## src/rtl/xbus_pkg.sv

```systemverilog
package xbus_pkg;
    typedef enum logic [1:0] {
        XB_IDLE = 2'd0,
        XB_ALE  = 2'd1,
        XB_CMD  = 2'd2
    } xb_state_e;

    localparam int XB_DW    = 16;
    localparam int XB_PORTS = 3;   // bit 0 write, bit 1 fetch, bit 2 read
endpackage

```

## src/rtl/xbus_arb.sv

```systemverilog
module xbus_arb #(
    parameter int N = 3
) (
    input  logic [N-1:0] req,
    output logic [N-1:0] gnt
);
    // lowest index wins
    always_comb begin
        gnt = '0;
        for (int i = N - 1; i >= 0; i--) begin
            if (req[i]) begin
                gnt    = '0;
                gnt[i] = 1'b1;
            end
        end
    end
endmodule

```

## src/rtl/xbus_decode.sv

```systemverilog
module xbus_decode #(
    parameter int AW   = 24,
    parameter int NW   = 4,
    parameter int WS_W = 3
) (
    input  logic [AW-1:0]      addr,
    input  logic [NW-1:0]      win_en,
    input  logic [NW*AW-1:0]   win_base,
    input  logic [NW*AW-1:0]   win_lim,
    input  logic [NW-1:0]      win_w8,
    input  logic [NW-1:0]      win_mux,
    input  logic [NW*WS_W-1:0] win_ws,
    input  logic               dflt_w8,
    input  logic               dflt_mux,
    input  logic [WS_W-1:0]    dflt_ws,
    output logic [NW-1:0]      sel,
    output logic               w8,
    output logic               mux,
    output logic [WS_W-1:0]    ws
);
    logic [NW-1:0] hit;

    for (genvar i = 0; i < NW; i++) begin : g_win
        assign hit[i] = win_en[i]
                      && (addr >= win_base[i*AW +: AW])
                      && (addr <= win_lim[i*AW +: AW]);
    end

    always_comb begin
        sel = '0;
        w8  = dflt_w8;
        mux = dflt_mux;
        ws  = dflt_ws;
        for (int i = NW - 1; i >= 0; i--) begin
            if (hit[i]) begin
                sel    = '0;
                sel[i] = 1'b1;
                w8     = win_w8[i];
                mux    = win_mux[i];
                ws     = win_ws[i*WS_W +: WS_W];
            end
        end
    end
endmodule

```

## src/rtl/xbus_ctrl.sv

```systemverilog
module xbus_ctrl
    import xbus_pkg::*;
#(
    parameter int AW   = 24,
    parameter int NW   = 4,
    parameter int WS_W = 3
) (
    input  logic               clk,
    input  logic               rst_n,
    input  logic               wr_req,
    input  logic [AW-1:0]      wr_addr,
    input  logic [15:0]        wr_data,
    output logic               wr_done,
    input  logic               fetch_req,
    input  logic [AW-1:0]      fetch_addr,
    output logic               fetch_done,
    input  logic               rd_req,
    input  logic [AW-1:0]      rd_addr,
    output logic               rd_done,
    output logic [15:0]        rdata,
    input  logic [NW-1:0]      win_en,
    input  logic [NW*AW-1:0]   win_base,
    input  logic [NW*AW-1:0]   win_lim,
    input  logic [NW-1:0]      win_w8,
    input  logic [NW-1:0]      win_mux,
    input  logic [NW*WS_W-1:0] win_ws,
    input  logic               dflt_w8,
    input  logic               dflt_mux,
    input  logic [WS_W-1:0]    dflt_ws,
    output logic [AW-1:0]      bus_addr,
    output logic [15:0]        bus_ad_o,
    output logic               bus_ad_oe,
    input  logic [15:0]        bus_d_i,
    output logic               ale,
    output logic               rd_n,
    output logic               wr_n,
    output logic [NW-1:0]      cs_n
);
    localparam int CW = WS_W + 1;

    typedef struct packed {
        xb_state_e             st;
        logic [XB_PORTS-1:0]   src;
        logic [AW-1:0]         addr;
        logic [XB_DW-1:0]      wdata;
        logic [XB_DW-1:0]      rdata;
        logic                  w8;
        logic                  mux;
        logic [WS_W-1:0]       ws;
        logic [NW-1:0]         cs;
        logic                  byte_hi;
        logic [CW-1:0]         cnt;
        logic [XB_PORTS-1:0]   done;
    } xb_regs_t;

    xb_regs_t q, d;

    logic [XB_PORTS-1:0] req_v, gnt;
    logic [AW-1:0]       cand_addr;
    logic [NW-1:0]       dec_sel;
    logic                dec_w8, dec_mux;
    logic [WS_W-1:0]     dec_ws;
    logic                last_cmd;
    logic                is_wr;

    assign req_v = {rd_req, fetch_req, wr_req} & ~q.done;

    xbus_arb #(.N(XB_PORTS)) arb_i (
        .req (req_v),
        .gnt (gnt)
    );

    always_comb begin
        if (gnt[0])      cand_addr = wr_addr;
        else if (gnt[1]) cand_addr = fetch_addr;
        else             cand_addr = rd_addr;
    end

    xbus_decode #(.AW(AW), .NW(NW), .WS_W(WS_W)) dec_i (
        .addr     (cand_addr),
        .win_en   (win_en),
        .win_base (win_base),
        .win_lim  (win_lim),
        .win_w8   (win_w8),
        .win_mux  (win_mux),
        .win_ws   (win_ws),
        .dflt_w8  (dflt_w8),
        .dflt_mux (dflt_mux),
        .dflt_ws  (dflt_ws),
        .sel      (dec_sel),
        .w8       (dec_w8),
        .mux      (dec_mux),
        .ws       (dec_ws)
    );

    assign is_wr    = q.src[0];
    assign last_cmd = (q.cnt == ({1'b0, q.ws} + CW'(1)));

    always_comb begin
        d      = q;
        d.done = '0;
        unique case (q.st)
            XB_IDLE: begin
                if (|gnt) begin
                    d.src     = gnt;
                    d.addr    = {cand_addr[AW-1:1], 1'b0};
                    d.wdata   = wr_data;
                    d.w8      = dec_w8;
                    d.mux     = dec_mux;
                    d.ws      = dec_ws;
                    d.cs      = dec_sel;
                    d.byte_hi = 1'b0;
                    d.cnt     = '0;
                    d.st      = dec_mux ? XB_ALE : XB_CMD;
                end
            end
            XB_ALE: begin
                d.st  = XB_CMD;
                d.cnt = '0;
            end
            XB_CMD: begin
                if (last_cmd) begin
                    if (!is_wr) begin
                        if (!q.w8)         d.rdata       = bus_d_i;
                        else if (q.byte_hi) d.rdata[15:8] = bus_d_i[7:0];
                        else                d.rdata[7:0]  = bus_d_i[7:0];
                    end
                    d.cnt = '0;
                    if (q.w8 && !q.byte_hi) begin
                        d.byte_hi = 1'b1;
                        d.st      = q.mux ? XB_ALE : XB_CMD;
                    end else begin
                        d.st   = XB_IDLE;
                        d.cs   = '0;
                        d.done = q.src;
                    end
                end else begin
                    d.cnt = q.cnt + CW'(1);
                end
            end
            default: d.st = XB_IDLE;
        endcase
    end

    always_ff @(posedge clk or negedge rst_n) begin
        if (!rst_n) begin
            q    <= '0;
            q.st <= XB_IDLE;
        end else begin
            q <= d;
        end
    end

    always_comb begin
        bus_addr = q.w8 ? {q.addr[AW-1:1], q.byte_hi} : q.addr;
        if (q.st == XB_ALE)
            bus_ad_o = bus_addr[15:0];
        else if (q.w8)
            bus_ad_o = {8'h00, (q.byte_hi ? q.wdata[15:8] : q.wdata[7:0])};
        else
            bus_ad_o = q.wdata;
    end

    assign bus_ad_oe  = (q.st == XB_ALE) || (q.st == XB_CMD && is_wr);
    assign ale        = (q.st == XB_ALE);
    assign rd_n       = !(q.st == XB_CMD && !is_wr);
    assign wr_n       = !(q.st == XB_CMD && is_wr);
    assign cs_n       = ~q.cs;
    assign rdata      = q.rdata;
    assign wr_done    = q.done[0];
    assign fetch_done = q.done[1];
    assign rd_done    = q.done[2];
endmodule

```

## config.mk

```make
export PLATFORM = sky130hd
export DESIGN_NAME = xbus_ctrl
export DESIGN_NICKNAME = d
export VERILOG_FILES = /design/src/rtl/xbus_pkg.sv /design/src/rtl/xbus_arb.sv /design/src/rtl/xbus_decode.sv /design/src/rtl/xbus_ctrl.sv
export SDC_FILE = /design/constraint.sdc
export NUM_CORES = 1
export LEC_CHECK = 0
export CAP_MARGIN = 30
export CORE_AREA = 2 2 154 156
export CTS_CLUSTER_DIAMETER = 150
export CTS_CLUSTER_SIZE = 25
export DETAILED_ROUTE_END_ITERATION = 10
export DIE_AREA = 0 0 156 158
export HOLD_SLACK_MARGIN = 0.15
export PLACE_DENSITY = 0.8
export SLEW_MARGIN = 5
export SYNTH_ARGS = -nofsm -noshare
export SYNTH_HDL_FRONTEND = slang
export SYNTH_SLANG_ARGS = --single-unit
```

## constraint.sdc

```tcl
create_clock -name clk -period 4.48 [get_ports clk]
set_input_delay 0.896 -clock clk [delete_from_list [all_inputs] [get_ports clk]]
set_output_delay 0.896 -clock clk [all_outputs]
set_load 0.03 [all_outputs]
```

; Word level (Yosys, flattened, before mapping)
; Index checks and enable logic that the tools add are counted.
[totals]
ff_bits = 77
elab_cells = 107
[classes]
addsub = 2
n_lt_le_gt_ge = 8
eq_ne = 9
mux = 44
bitwise = 4
n_reduce_logical = 27
[op_table]
columns = cell, n
row1 = >= comparator 24 bit, 4
row2 = less-or-equal comparator 24 bit, 4
row3 = two-way mux 16 bit, 3
row4 = two-way mux 24 bit, 2
row5 = two-way mux 45 bit, 1
row6 = two-way mux 3 bit, 10
row7 = two-way mux 4 bit, 6
row8 = two-way mux 8 bit, 3
row9 = AND reduction 4 bit, 4
row10 = != test 2 bit (second input constant), 6
row11 = case mux 4 bit (3 select lines), 1
row12 = logical AND 1 bit, 11
row13 = two-way mux 1 bit, 10
row14 = case mux 5 bit (2 select lines), 1
row15 = two-way mux 9 bit, 1
row16 = two-way mux 2 bit, 4
row17 = case mux 2 bit (3 select lines), 1
row18 = AND reduction 2 bit, 3
row19 = two-way mux 5 bit, 1
row20 = adder 3 x 1 -> 4 bit (second input constant), 1
row21 = adder 4 x 1 -> 4 bit (second input constant), 1
row22 = == test 4 bit, 1
row23 = logical NOT 1 bit, 4
row24 = NOT 4 bit, 1
row25 = 10 further kinds, 10

; Depth between registers and ports, before layout
; Gate-level depths: netlist of the first run.
[logic_depth]
word_depth = 17
ltp_mapped = 16
depth_no_buf = 13

; Hierarchy
; From an unflattened synthesis of the first run, not the netlist that was laid out.
[unflattened]
cells_unflattened = 1219
area_unflattened_um2 = 9457.8
[by_module_without_submodules]
columns = module, n_inst, cells_each, area_per_inst_um2, seq_area_each_um2
row1 = xbus_decode, 1, 715, 5142.4, 0.0
row2 = xbus_ctrl, 1, 501, 4289.1, 1926.8
row3 = xbus_arb, 1, 3, 26.3, 0.0

; Worst setup path after synthesis of the first run
; No wires, ideal clock.
[synth_path]
kind = input to register
from = input port fetch_req
to = register q[77] in the netlist's numbering
setup_ps = 120
t_arrival_ps = 4555
t_required_ps = 4360
slack_ps = -195
path_stages = 14
path_cell_list = nor2b_1 -> buf_2 -> buf_1 -> mux2i_1 -> o21ai_0 -> ha_1 -> a21o_1 -> nand3_2 -> a211oi_2 -> a2111oi_4 -> a22oi_2 -> or3b_1 -> a311o_1 -> a31o_1
[synth_via]
elab_chain_len = 15
elab_cells_between_ends = 31
[synth_rtl]
columns = item, line_no
row1 = from (decl), xbus_ctrl.sv:14  ; input logic fetch_req,
row2 = AND 3 bit (*), xbus_ctrl.sv:66  ; assign req_v = {rd_req, fetch_req, wr_req} & ~q.done;
row3 = two-way mux 3 bit (*) (2 in a row), xbus_arb.sv:11  ; if (req[i]) begin
row4 = two-way mux 24 bit, xbus_ctrl.sv:75  ; else if (gnt[1]) cand_addr = fetch_addr;
row5 = two-way mux 24 bit (*), xbus_ctrl.sv:74  ; if (gnt[0]) cand_addr = wr_addr;
row6 = net cand_addr[13], xbus_ctrl.sv:59  ; logic [AW-1:0] cand_addr;
row7 = >= comparator 24 bit, xbus_decode.sv:25  ; && (addr >= win_base[i*AW +: AW])
row8 = logical AND 1 bit, xbus_decode.sv:25
row9 = logical AND 1 bit, xbus_decode.sv:26  ; && (addr <= win_lim[i*AW +: AW]);
row10 = two-way mux 1 bit (3 in a row), xbus_decode.sv:35  ; if (hit[i]) begin
row11 = two-way mux 1 bit (*), xbus_decode.sv:35
row12 = two-way mux 2 bit (*), xbus_ctrl.sv:114  ; d.st = dec_mux ? XB_ALE : XB_CMD;
row13 = two-way mux 45 bit (*), xbus_ctrl.sv:104  ; if (|gnt) begin
row14 = case mux 2 bit (3 select lines) (*), xbus_ctrl.sv:102  ; unique case (q.st)
row15 = to (decl), xbus_ctrl.sv:56  ; xb_regs_t q, d;
; Mark *: on every way through the listed nets, which the timed path passes. The rest lies on a longest branch. The select of a mux whose other input is x is not followed.
; A chain may end at the register's enable or synchronous reset.

; Worst setup path in the final report of the first run
; Ends and elaborated chain as after synthesis.

==> results.yml, run 1 <==
outcome:
  outcome: "finished clean"
timing:
  hold_violations: 0
  skew_ns: 0.00657
  tightestPinTransition_ns: 1.01
  fmax_ghz: 0.235
  timing.final.crit_period_ns: 4.25
  timing.final.crit_share_pct: 94.9
  drv_slew: 0
  relSlewSlack_pct: 32.1
  final-setup-viol-count: 0
synth:
  synth_seq_cells: 77
  syn_area_mm2: 0.00935
  ys_top_cells_by_area: "ha_1 (26%), dfrtp_1 (21%), inv_1 (8.1%), nand2_1 (4.9%), a21oi_1 (4.4%)"
  synth.most_common_cell: "inv_1"
  synth_nets: 1685
  synth_warnings: 0
  syn_inst: 1161
  async_flop_share_pct: 100
  synth_edf_count: 0
  ys_seq_area_share_pct: 20.6
  synth_top_cells_by_count: "inv_1 (201), ha_1 (194), nand2_1 (121)"
  ys.flop_type: "dfrtp_1"
  synth.distinct_cells: 66
  yosysTopAreaCell: "ha_1"
  netlist.area_leader.share_pct: 26.0
  syn_area_per_cell_um2: 8.05
critical_path:
  critical_path.startpoint: "fetch_req"
  reg2reg_slack_ns: 0.85
  arrival_ns: 4.47
  r2r-start: "fetch_done"
  end_kind: "flip-flop"
  r2r.worst_path.cells: 16
  setup.worst_path.class: "primary input to flip-flop"
  start_kind: "primary input"
  endpoint: "q[77]"
  r2r_end: "q[77]"
  cp_max_fo: 9
  worstPathRequired_ns: 4.70
routing:
  drc: 0
  wl_mm: 38.5
  drtPass1Iterations: 5
  wl_per_cell_um: 20.3
  ant_nets: 0
  detailroute.via_count: 10200
  drtIter0Drc: 645
  routed_via_density: 5.40
clock_network:
  cts_inserted_buffers: 9
  clock-sinks: 77
  worstSkewPairLatency_ns: 0.34
  tritoncts: "built"
  cts_max_level: 3
  ctsLongestPathBuffers: 2
  clk_pin_slew_ns: 0.06
  cts_root_buf: "clkbuf_16"
die:
  rows: 56
  fp.dieH_um: 158
  start_util_pct: 40.5
  die-area_mm2: 0.0246
  coreArea_mm2: 0.0231
  fp.dieW_um: 156
  ios: 397
placement:
  port_buffers: 396
  place_hpwl_mm: 32.7
  dp_cells: 1875
  globalplace.congestion: 0.985
finish:
  postLayoutCoreUtil_pct: 63.3
  syn_to_final_growth_pct: 56.1
  nNetsFinal: 2121
  drive_gt1_share_pct: 10.4
  final_cells: 1895
global_routing:
  grt_pass1_vias: 10600
  grt_usage_pct: 30.6
  grt_pass1_wl_mm: 57.6
  grt_max_degree: 67
  antenna_found_initial: 3
  grt-ovfl-total: 0
power_and_ir_drop:
  power_leakage_nw: 7.27
  p_per_area_mw_per_mm2: 399
  irDropWorstVdd_uv: 420
job:
  max-cap-violations: 0
worst_hold_path:
  hp-class: "primary input to async pin"
cell usage in the layout (no fill, tap or decap), drive strengths merged, types with 39 or more instances in the layout:
| master | count |
|---|---|
| clkdlybuf4s50 | 395 |
| inv | 201 |
| ha | 194 |
| nand2 | 121 |
| buf | 97 |
| a21oi | 83 |
| o21ai | 79 |
| dfrtp | 77 |
| nor2 | 43 |
| mux2i | 39 |
layer usage:
layer  up-vias  part of all wire [%]  global-route usage, %
li1       4904                     -                      -
met1      4744                    39                   34.3
met2       467                    48                   54.5
met3       126                   7.0                   6.43
met4         0                   5.8                   16.4
met5         -                     0                      0
where the power goes:
group / total [W] / internal [W] / switching [W] / leakage, nW
Sequential: 0.00126 / 0.00101 / 0.000253 / 0.931
Combinational: 0.00373 / 0.00171 / 0.00202 / 6.17
Clock: 0.000835 / 0.000542 / 0.000293 / 0.169
Total: 0.00583 / 0.00326 / 0.00257 / 7.27
critical path, stage by stage:
cell and delay [ns]:
clkdlybuf4s50_1 0.45, nor2b_4 0.19, buf_12 0.15, buf_12 0.13, mux2i_1 0.18, o21ai_0 0.10, buf_4 0.20, ha_1 0.30
a21oi_1 0.15, nor2_1 0.06, a2111oi_1 0.47, a21oi_1 0.15, o21ai_1 0.18, buf_4 0.17, o21ai_0 0.08, a311o_1 0.37
a31o_1 0.22
kinds of logic (layout without fill, tap and decap cells):
family                     count (synthesis)  after routing  synth area share, %
adders and majority gates                194            194                 26.0
other                                      0              3                    0
muxes                                     70             70                 7.91
AOI/OAI and AO/OA                        270            270                 18.2
and+or+nand+nor                          278            278                 14.5
DFF                                       77             77                 20.6
buffers and inverters                    268            709                 12.4
xor gates and xnor gates                   4              4                0.375
layout make-up:
type                    instances  area (um2)
diodes                          3        7.51
clock buffers                   9         225
clock inverters                 7         114
fillers                      1922        8460
inverters                     201         754
multi-input cells             816        6360
flip-flops and latches         77        1930
well taps                     290         363
repair buffers                492        4840
registers in the layout, indices dropped and copies added (netlist names):
signal	cells
q	57
fetch_done	1
rdata	16
is_wr	1
rd_done	1
wr_done	1
what timing repair did:
item                                   CTS  global route
resized for setup                        1            19
pin swaps                                0             1
setup buffers                            0             1
hold buffers                             0             0
setup endpoints to repair                1            11
endpoints found under the hold margin    0             0
how the worst min path moves through the flow:
stage / start / to / slack (ns)
2_1_floorplan: q[34] / q[34] / 0.45
3_3_place_gp: q[39] / q[39] / 0.46
4_1_cts: rst_n / q[70] / 0.39
3_5_place_dp: q[35] / q[35] / 0.46
5_1_grt: rst_n / q[66] / 0.40
6_report: rst_n / q[70] / 0.40
metrics by stage:
stage               hold slack (ns)  power [W]  TNS [ns]  setup slack [ns]  instance area [um2]
floorplan                     0.445    0.00353         0            0.0211                 9350
global placement              0.457    0.00485     -1.85            -0.361                14100
detailed placement            0.462    0.00495     -2.18            -0.396                14200
CTS                           0.394    0.00581         0            0.0851                14500
global route                  0.397    0.00620   -0.0786           -0.0475                14600
finish                        0.400    0.00583         0             0.229                14600
Power figures use the tool's default switching activity.
==> run 2, diff against run 1 <==
- CAP_MARGIN: 30 -> 20
==> run 2 against run 1 <==
- utilization fell by 0.18 points
- final area decreased by 0.29%
- setup slack got worse by 0.051 ns
- via count up 0.27%
- worst hold slack better by 0.077 ns
- critical path depth stayed put
- total power is 0.58% lower
- maximum frequency shrank 1.2%
- routed wire length grew 0.82%
- clock-buffer cell count up 1
- final cell count about the same
- clock skew grew 0.0025 ns
- critical path type unchanged
- largest cell class unchanged
==> results.yml, run 2 (synthesis gave the netlist of run 1 again) <==
outcome:
  outcome: "finished clean"
timing:
  fmax_ghz: 0.232
  timing.final.crit_share_pct: 96.0
  timing.final.crit_period_ns: 4.30
  hold_violations: 0
  finalSetupTns_ns: 0
  skew_ns: 0.00911
  final-setup-viol-count: 0
  hold-worst-slack_ns: 0.477
  finalWorstSetupSlack_ns: 0.179
  drv_slew: 0
  relSlewSlack_pct: 32.4
  tightestPinTransition_ns: 1.01
critical_path:
  worstPathRequired_ns: 4.70
  start_kind: "primary input"
  cp_max_fo: 7
  end_kind: "flip-flop"
  setup.worst_path.class: "primary input to flip-flop"
  arrival_ns: 4.52
power_and_ir_drop:
  p_per_area_mw_per_mm2: 398
  power_leakage_nw: 7.26
  irDropWorstVdd_uv: 421
routing:
  routed_via_density: 5.42
  ant_nets: 0
  wl_per_cell_um: 20.5
  drtPass1Iterations: 5
  drtIter0Drc: 556
  drc: 0
  wl_mm: 38.8
  detailroute.via_count: 10300
clock_network:
  ctsLongestPathBuffers: 2
  clk_pin_slew_ns: 0.06
  tritoncts: "built"
  cts_root_buf: "clkbuf_16"
  cts_max_level: 3
  cts_inserted_buffers: 9
  clock-sinks: 77
  cts_hold_buf: 0
  worstSkewPairLatency_ns: 0.34
finish:
  largest_register: "q"
  syn_to_final_growth_pct: 55.7
  largest_reg_flops: 57
  mostFrequentLayoutCells: "clkdlybuf4s50_1 (395), inv_1 (201), ha_1 (194), nand2_1 (121), buf_4 (83)"
  final_common_cell: "clkdlybuf4s50_1"
  design_area_mm2: 0.0145
  postLayoutCoreUtil_pct: 63.1
  drive_gt1_share_pct: 10.2
  nNetsFinal: 2120
global_routing:
  grt_pass1_wl_mm: 57.6
  grt-ovfl-total: 0
  grt_max_degree: 78
  grt_usage_pct: 30.8
  grt_pass1_vias: 10600
  antenna_found_initial: 3
placement:
  globalplace.congestion: 0.985
  port_buffers: 396
  place_hpwl_mm: 32.7
  dpl-instance-area_mm2: 0.0141
  dp_slack_ns: -0.395
job:
  max-cap-violations: 0
die:
  coreArea_mm2: 0.0231
  fp.dieW_um: 156
  fp.dieH_um: 158
  rows: 56
  ios: 397
  die-area_mm2: 0.0246
  start_util_pct: 40.5
worst_hold_path:
  hp-class: "flip-flop to flip-flop"
## run 2: critical path, stage by stage
cell and delay (ns):
clkdlybuf4s50_1 0.46, nor2b_4 0.19, buf_12 0.15, buf_12 0.13
mux2i_1 0.07, o21ai_1 0.27, buf_4 0.24, ha_1 0.26
o21ai_0 0.19, a21oi_1 0.08, o221ai_1 0.31, a21oi_1 0.14
o31ai_1 0.38, and3_1 0.30, buf_4 0.18, a21oi_1 0.05
a31o_1 0.22
## run 2: cell type report
| type | instances | area (um2) |
|---|---|---|
| diodes | 3 | 7.51 |
| clock buffers | 10 | 239 |
| clock inverters | 6 | 86.3 |
| fillers | 1956 | 8500 |
| inverters | 201 | 754 |
| multi-input cells | 816 | 6340 |
| flip-flops and latches | 77 | 1930 |
| well taps | 290 | 363 |
| repair buffers | 491 | 4840 |
## run 2: final timing paths
kind	startpoint	to	slack, ns	cells past startpoint
worst max-delay path	fetch_req	q[77]	0.18	17
worst min-delay path	q[35]	q[35]	0.48	2
worst max register to register	fetch_done	q[77]	0.80	16
worst min register to register	q[35]	q[35]	0.48	2
max in group asynchronous	rst_n	q[57]	3.37	2
min in group asynchronous	rst_n	rdata[4]	0.52	1
## run 2: layer usage
metal / routed length (um) / part of all wire, % / track usage [%]
met1: 14700 / 38 / 34.0
met2: 18900 / 49 / 54.6
met3: 3060 / 7.9 / 7.06
met4: 2210 / 5.7 / 17.3
met5: 0 / 0 / 0
## run 2: through the flow
step,power [W],instances
finish,0.00579,1894
global route,0.00617,1894
CTS,0.00578,1890
detailed placement,0.00495,1874
global placement,0.00485,1874
floorplan,0.00353,1161
## run 2: report_power, final
part           internal [W]  switching [W]  leakage [nW]
Clock              0.000502       0.000296         0.158
Combinational       0.00171        0.00202          6.17
Sequential          0.00101       0.000256         0.931
Total               0.00322        0.00258          7.26
## run 2: timing repair
action	CTS	global route
endpoints found under the setup margin	1	11
buffers inserted	0	0
resized for setup	1	15
pin swaps	0	1
